### src/rtl/sdcmd_pkg.sv
package sdcmd_pkg;
  localparam int unsigned IDX_W     = 6;
  localparam int unsigned ARG_W     = 32;
  localparam int unsigned CRC_W     = 7;
  localparam logic [CRC_W-1:0] CRC_POLY = 7'h09;
  localparam int unsigned SHORT_LEN = 48;
  localparam int unsigned LONG_LEN  = 136;
  localparam int unsigned PAYLOAD_W = 128;
  localparam logic [IDX_W-1:0] ATA_IDX = 6'd61;

  typedef enum logic [2:0] {
    ST_IDLE,
    ST_PEND,
    ST_SEND,
    ST_WAIT,
    ST_RECV
  } cmd_state_t;
endpackage

### src/rtl/sdcmd_crc7.sv
module sdcmd_crc7 #(
  parameter int unsigned W = 7,
  parameter logic [W-1:0] POLY = 7'h09
) (
  input  logic         clk,
  input  logic         rst_n,
  input  logic         clr,
  input  logic         en,
  input  logic         din,
  output logic [W-1:0] crc
);
  logic [W-1:0] crc_q, crc_d;
  logic         fb;

  assign fb = din ^ crc_q[W-1];

  always_comb begin
    crc_d = crc_q;
    if (clr)     crc_d = '0;
    else if (en) crc_d = {crc_q[W-2:0], 1'b0} ^ (fb ? POLY : '0);
  end

  always_ff @(posedge clk or negedge rst_n) begin
    if (!rst_n) crc_q <= '0;
    else        crc_q <= crc_d;
  end

  assign crc = crc_q;
endmodule

### src/rtl/sdcmd_tmo.sv
module sdcmd_tmo #(
  parameter int unsigned LIMIT = 64
) (
  input  logic clk,
  input  logic rst_n,
  input  logic en,
  output logic expired
);
  localparam int unsigned W = (LIMIT > 2) ? $clog2(LIMIT) : 1;

  logic [W-1:0] cnt_q, cnt_d;

  always_comb begin
    cnt_d = en ? cnt_q + 1'b1 : '0;
  end

  always_ff @(posedge clk or negedge rst_n) begin
    if (!rst_n) cnt_q <= '0;
    else        cnt_q <= cnt_d;
  end

  assign expired = en && (cnt_q == W'(LIMIT - 1));
endmodule

### src/rtl/sdcmd_ctrl.sv
module sdcmd_ctrl
  import sdcmd_pkg::*;
#(
  parameter int unsigned TMO_CYCLES = 64
) (
  input  logic                 clk,
  input  logic                 rst_n,
  input  logic                 go,
  input  logic [IDX_W-1:0]     cmd_idx,
  input  logic [ARG_W-1:0]     cmd_arg,
  input  logic [1:0]           resp_sel,
  input  logic                 hold_for_data,
  input  logic                 wait_irq,
  input  logic                 force_ata,
  input  logic                 data_busy,
  input  logic                 irq_req,
  input  logic                 cmd_in,
  output logic                 cmd_out,
  output logic                 cmd_oe,
  output logic                 busy,
  output logic                 sent_flag,
  output logic                 resp_ok_flag,
  output logic                 crc_fail_flag,
  output logic                 timeout_flag,
  output logic [PAYLOAD_W-1:0] resp_data
);
  localparam int unsigned FIELD_W  = IDX_W + ARG_W;
  localparam int unsigned HDR_BITS = FIELD_W + 2;
  localparam int unsigned CNT_W    = $clog2(LONG_LEN);
  localparam int unsigned FSEL_W   = $clog2(FIELD_W);
  localparam int unsigned CSEL_W   = $clog2(CRC_W);
  localparam int unsigned SH_W     = PAYLOAD_W - 1;
  localparam logic [CNT_W-1:0] SHORT_LAST = CNT_W'(SHORT_LEN - 1);
  localparam logic [CNT_W-1:0] LONG_LAST  = CNT_W'(LONG_LEN - 1);
  localparam logic [CNT_W-1:0] HDR_END    = CNT_W'(HDR_BITS);

  // reset: asynchronous assert, synchronous release
  logic [1:0] rsync_q;
  logic       rst_sync_n;
  always_ff @(posedge clk or negedge rst_n) begin
    if (!rst_n) rsync_q <= '0;
    else        rsync_q <= {rsync_q[0], 1'b1};
  end
  assign rst_sync_n = rsync_q[1];

  cmd_state_t           state_q, state_d;
  logic [CNT_W-1:0]     cnt_q, cnt_d;
  logic [FIELD_W-1:0]   field_q;
  logic [1:0]           rsel_q;
  logic                 irq_q;
  logic [SH_W-1:0]      sh_q, sh_d;
  logic [PAYLOAD_W-1:0] resp_q, resp_d;
  logic                 sent_q, ok_q, fail_q, tmo_q;
  logic                 sent_d, ok_d, fail_d, tmo_d;
  logic                 launch;
  logic [CRC_W-1:0]     crc;
  logic                 crc_clr, crc_en, crc_din;
  logic                 tmo_en, tmo_hit;
  logic [CNT_W-1:0]     fsel, csel, rx_last;
  logic                 tx_bit;

  assign launch  = (state_q == ST_IDLE) && go;
  assign rx_last = (rsel_q == 2'b11) ? LONG_LAST : SHORT_LAST;
  assign fsel    = CNT_W'(HDR_BITS - 1) - cnt_q;
  assign csel    = CNT_W'(SHORT_LEN - 2) - cnt_q;

  // transmit bit selection
  always_comb begin
    if (cnt_q == '0)             tx_bit = 1'b0;
    else if (cnt_q == CNT_W'(1)) tx_bit = 1'b1;
    else if (cnt_q < HDR_END)    tx_bit = field_q[fsel[FSEL_W-1:0]];
    else if (cnt_q < SHORT_LAST) tx_bit = crc[csel[CSEL_W-1:0]];
    else                         tx_bit = 1'b1;
  end

  assign cmd_oe  = (state_q == ST_SEND);
  assign cmd_out = cmd_oe ? tx_bit : 1'b1;
  assign busy    = (state_q != ST_IDLE);

  // shared CRC engine: frame bits on transmit, response bits on receive
  assign crc_clr = (state_q == ST_IDLE) || ((state_q == ST_SEND) && (cnt_q == SHORT_LAST));
  always_comb begin
    crc_en  = 1'b0;
    crc_din = cmd_in;
    case (state_q)
      ST_SEND: begin crc_en = (cnt_q < HDR_END); crc_din = tx_bit; end
      ST_WAIT: crc_en = !cmd_in;
      ST_RECV: crc_en = (cnt_q < HDR_END);
      default: crc_en = 1'b0;
    endcase
  end

  sdcmd_crc7 #(.W(CRC_W), .POLY(CRC_POLY)) i_crc (
    .clk(clk), .rst_n(rst_sync_n), .clr(crc_clr), .en(crc_en), .din(crc_din), .crc(crc)
  );

  assign tmo_en = (state_q == ST_WAIT) && !irq_q;

  sdcmd_tmo #(.LIMIT(TMO_CYCLES)) i_tmo (
    .clk(clk), .rst_n(rst_sync_n), .en(tmo_en), .expired(tmo_hit)
  );

  // next state
  always_comb begin
    state_d = state_q;
    cnt_d   = cnt_q;
    sh_d    = sh_q;
    resp_d  = resp_q;
    sent_d  = 1'b0;
    ok_d    = 1'b0;
    fail_d  = 1'b0;
    tmo_d   = 1'b0;
    case (state_q)
      ST_IDLE: if (go) begin
        cnt_d   = '0;
        state_d = (hold_for_data && data_busy) ? ST_PEND : ST_SEND;
      end
      ST_PEND: if (!data_busy) state_d = ST_SEND;
      ST_SEND: begin
        if (cnt_q == SHORT_LAST) begin
          cnt_d = '0;
          if (rsel_q[0]) state_d = ST_WAIT;
          else begin state_d = ST_IDLE; sent_d = 1'b1; end
        end else cnt_d = cnt_q + 1'b1;
      end
      ST_WAIT: begin
        if (!cmd_in) begin
          state_d = ST_RECV;
          cnt_d   = CNT_W'(1);
          sh_d    = {sh_q[SH_W-2:0], cmd_in};
        end else if (irq_q && irq_req) begin
          state_d = ST_IDLE; sent_d = 1'b1;
        end else if (tmo_hit) begin
          state_d = ST_IDLE; tmo_d = 1'b1;
        end
      end
      ST_RECV: begin
        sh_d = {sh_q[SH_W-2:0], cmd_in};
        if (cnt_q == rx_last) begin
          state_d = ST_IDLE;
          if (rsel_q == 2'b11) begin
            resp_d = {sh_q, cmd_in};
            ok_d   = 1'b1;
          end else begin
            resp_d = {{(PAYLOAD_W-ARG_W){1'b0}}, sh_q[ARG_W+CRC_W-1:CRC_W]};
            if (sh_q[CRC_W-1:0] == crc) ok_d = 1'b1;
            else                        fail_d = 1'b1;
          end
        end else cnt_d = cnt_q + 1'b1;
      end
      default: state_d = ST_IDLE;
    endcase
  end

  // registers
  always_ff @(posedge clk or negedge rst_sync_n) begin
    if (!rst_sync_n) begin
      state_q <= ST_IDLE;
      cnt_q   <= '0;
      sh_q    <= '0;
      resp_q  <= '0;
      sent_q  <= 1'b0;
      ok_q    <= 1'b0;
      fail_q  <= 1'b0;
      tmo_q   <= 1'b0;
    end else begin
      state_q <= state_d;
      cnt_q   <= cnt_d;
      sh_q    <= sh_d;
      resp_q  <= resp_d;
      sent_q  <= sent_d;
      ok_q    <= ok_d;
      fail_q  <= fail_d;
      tmo_q   <= tmo_d;
    end
  end

  // command fields, loaded only on launch
  always_ff @(posedge clk or negedge rst_sync_n) begin
    if (!rst_sync_n) begin
      field_q <= '0;
      rsel_q  <= '0;
      irq_q   <= 1'b0;
    end else if (launch) begin
      field_q <= {force_ata ? ATA_IDX : cmd_idx, cmd_arg};
      rsel_q  <= resp_sel;
      irq_q   <= wait_irq;
    end
  end

  assign sent_flag     = sent_q;
  assign resp_ok_flag  = ok_q;
  assign crc_fail_flag = fail_q;
  assign timeout_flag  = tmo_q;
  assign resp_data     = resp_q;


  frame_start_chk: assert property (@(posedge clk) disable iff (!rst_sync_n)
    $rose(cmd_oe) |-> (cmd_out == 1'b0));

  crc_fail_short_chk: assert property (@(posedge clk) disable iff (!rst_sync_n)
    fail_q |-> (rsel_q == 2'b01));

  resp_ok_kind_chk: assert property (@(posedge clk) disable iff (!rst_sync_n)
    ok_q |-> rsel_q[0]);

  tmo_not_irq_chk: assert property (@(posedge clk) disable iff (!rst_sync_n)
    tmo_q |-> !irq_q);

  pend_hold_chk: assert property (@(posedge clk) disable iff (!rst_sync_n)
    (state_q == ST_PEND && data_busy) |=> !cmd_oe);

  flags_onehot_chk: assert property (@(posedge clk) disable iff (!rst_sync_n)
    $onehot0({sent_q, ok_q, fail_q, tmo_q}));

  flag_idle_chk: assert property (@(posedge clk) disable iff (!rst_sync_n)
    (sent_q || ok_q || fail_q || tmo_q) |-> !busy);
endmodule

### config.mk
export PLATFORM = sky130hd
export DESIGN_NAME = sdcmd_ctrl
export DESIGN_NICKNAME = d
export VERILOG_FILES = /design/src/rtl/sdcmd_pkg.sv /design/src/rtl/sdcmd_crc7.sv /design/src/rtl/sdcmd_tmo.sv /design/src/rtl/sdcmd_ctrl.sv
export SDC_FILE = /design/constraint.sdc
export NUM_CORES = 1
export LEC_CHECK = 0
export ABC_CLOCK_PERIOD_IN_PS = 22000
export BUFFER_PORTS_ARGS = -buffer_cell sky130_fd_sc_hd__buf_2
export CAP_MARGIN = 10
export CORE_MARGIN = 1
export CORE_UTILIZATION = 45
export DETAILED_ROUTE_END_ITERATION = 10
export HOLD_SLACK_MARGIN = 0.12
export PLACE_DENSITY = 0.7
export SYNTH_ARGS = -nofsm -noshare
export SYNTH_HDL_FRONTEND = slang
export SYNTH_HIERARCHICAL = 1
export SYNTH_SLANG_ARGS = --single-unit
export TNS_END_PERCENT = 10
### constraint.sdc
create_clock -name clk -period 22 [get_ports clk]
set_clock_uncertainty 0.2 [all_clocks]
set_input_delay 1.1 -clock clk [delete_from_list [all_inputs] [get_ports clk]]
set_output_delay 1.1 -clock clk [all_outputs]
set_load 0.01 [all_outputs]
==> qor.yml <==
status: "completed"
postSynthCellCount: 1208
tightest_slew_ps: 1093
end_kind: "primary output"
dp_hpwl_um: 18240
syn_to_final_growth_pct: 16.59
slowest_delay_ps: 940
cts_resized: 0
arrival_ps: 3270
core-area_mm2: 0.02972
power_mw: 1.617
worst-path-stages: 7
htreeDepth: 2
ys_ff_latch: 326
numCtsBuffers: 36
antenna_cells: 0
fmax_ghz: 0.2187
ys_types: 54
cp_max_fo: 20
wirelength_um: 28480
cp_data_required_time_ps: 20700
design.die.area_mm2: 0.03103
cts_buffer_depth: 3
synth_area_leaders: "dfrtp_1 (60%), mux2_2 (14%), nand2_1 (7.7%)"
setup_violations: 0
post-route-util: 0.5354
crit_chain: "ha_1, xor2_1, mux4_2, mux2_2, o21ai_0, a21oi_1, buf_2"
rr_worst_depth: 7
drt_iter0_drc: 595
io_buffers: 183
overflow: 0
rr_endpoint: "resp_data[101]"
yosysSeqAreaShare: 0.5978
clk_pin_slew_ps: 60
postCtsSetupRepairBufs: 0
rsz0062_at_grt: "no"
critPathTopFamily: "flip-flops"
die_w_um: 176.1
cap_violations: 0
period_minus_slack_ps: 4573
die_h_um: 176.1
powerDensity_mw_per_mm2: 101.6
syn_area_per_cell_um2: 11.30
wire_per_inst_um: 16.09
rows: 63
yosys_most_used_dff: "dfrtp_1"
slowest_stage: "dfrtp_1"
yosysMostFrequentCell: "dfrtp_1"
grt_pass1_wl_um: 47200
worstSkewPairLatency_ps: 500
maxSlewViolCount: 0
io_pins: 184
synthTopCellsByCount: "dfrtp_1 (326), nand2_1 (281), mux2_2 (166), nand3_1 (101), nor2_1 (67)"
vias_per_cell: 5.229
synth-edff-count: 0
power.leakage_nw: 8.308
synth_nets: 1263
crit_type: "flop to primary output"
final_antenna_net_count: 0
fin_setup_tns_ps: 0
start_kind: "flop"
drive_gt1_frac: 0.3051
antenna_found_initial: 0
grt_max_degree: 201
clock-sinks: 326
grt_usage: 0.1876
hp-class: "flop to async pin"
initial_core_util: 0.4592
cts_tree: "built"
post-route-period-util: 0.2079
dr.pass1.iters: 5
yosys.area.top_type: "dfrtp_1"
fin_nets: 1414
crit_buf_inv: 1
r2r_start: "cnt_q[1]"
vdd_drop_max_mv: 0.09628
postCtsHoldBufs: 0
rrSetupSlack_ps: 17940
clock-root-buffer: "clkbuf_16"
synth_top_area_share: 0.5978
drc: 0
grt_pass1_vias: 9274
netlist_area_mm2: 0.01365
finalHoldViolCount: 0
async_flop_share: 1.000
fillers: 2647
relSlewSlack: 0.2714
routabilityCongestion: 0.7980
vias: 9256
yosysWarnings: 6
==> registers in the layout, summed over array words and instances (netlist names) <==
name	count
i_crc/crc	7
i_tmo/cnt_q	6
resp_data	128
crc_fail_flag	1
sh_q	127
irq_q	1
rsync_q	2
sent_flag	1
resp_ok_flag	1
field_q	38
state_q	3
rsel_q	2
timeout_flag	1
cnt_q	8
==> cells by family (layout without fill, tap and decap cells) <==
kind of cell / count (synthesis) / count (layout) / share of synthesized area
simple gates: 496 / 496 / 0.1559
flops: 326 / 326 / 0.5978
mux: 195 / 195 / 0.1642
buf+inv: 90 / 262 / 0.02934
compound gates: 81 / 81 / 0.03869
xor+xnor: 13 / 13 / 0.008343
fa+ha+maj: 6 / 6 / 0.005501
other cells: 1 / 1 / 0.0002748
==> worst reg2reg max path: stages, from the launching register on <==
cell	delay (ps)
dfrtp_1	940
ha_1	340
nand2_1	80
or3_1	400
nor3_4	790
buf_4	870
nand3_1	240
nand2_1	120
==> worst max-delay path by stage <==
| stage | slack, ps | endpoint | startpoint |
|---|---|---|---|
| 3_5_place_dp | 17930 | sh_q[82] | cmd_in |
| 5_1_grt | 17200 | cmd_out | cnt_q[1] |
| 4_1_cts | 17410 | cmd_out | cnt_q[1] |
| 3_3_place_gp | 17970 | sh_q[84] | cmd_in |
| 2_1_floorplan | 12040 | cnt_q[0] | rsync_q[1] |
| 6_report | 17430 | cmd_out | cnt_q[1] |
==> where the power goes <==
part / switching [mW] / internal [mW]
registers: 0.0616 / 0.659
clock network: 0.226 / 0.328
logic: 0.190 / 0.152
==> cells in the final DEF, fill, tap and decap left out, types with 2 or more instances in the layout <==
master	n
nor3_1	4
nand4_1	6
buf_2	183
mux2i_1	21
dfrtp_1	325
nand2b_1	8
mux2_1	2
o211ai_1	2
inv_1	11
buf_4	7
o22ai_1	4
nor2_1	65
nor2_4	2
or3_1	4
clkbuf_16	36
a21oi_1	13
clkbuf_1	10
xnor2_1	7
mux4_2	5
o21ai_0	8
ha_1	6
and2_1	5
nor3b_1	2
o221ai_1	3
nor2b_1	3
a211oi_1	6
nand2_1	281
xor2_1	6
nand3b_1	2
clkbuf_8	8
nand3_1	101
o21a_1	2
mux2_2	166
a31oi_1	33
buf_12	2
==> layout make-up <==
type | instances | area, µm² | area share
flip-flops and latches | 326 | 8162 | 0.5129
multi-input cells | 792 | 5117 | 0.3216
clock buffers | 54 | 1049 | 0.06590
repair buffers | 192 | 1008 | 0.06338
well taps | 390 | 488.0 | 0.03067
clock inverters | 5 | 46.29 | 0.002909
inverters | 11 | 41.29 | 0.002595
==> per-stage QoR <==
| stage | hold slack [ps] | std cells | setup WS, ps | cell area, µm² |
|---|---|---|---|---|
| global placement | 139.8 | 1710 | 17970 | 14800 |
| global route | 162.6 | 1770 | 17200 | 15910 |
| finish | 157.3 | 1770 | 17430 | 15910 |
| detailed placement | 139.4 | 1710 | 17930 | 14800 |
| CTS | 160.1 | 1769 | 17410 | 15890 |
| floorplan | 131.2 | 1208 | 12040 | 13650 |
==> per-layer routing <==
metal  routed length [µm]  vias up  share of wire  GRT usage
met5                    0        -              0          0
li1                     -     4429              -          -
met3                 1492       37          0.052    0.03531
met4                  456        0          0.016    0.05145
met1                13060     4584           0.46     0.2571
met2                13470      206           0.47     0.3051
No activity file was read; power rests on OpenSTA's default activity.
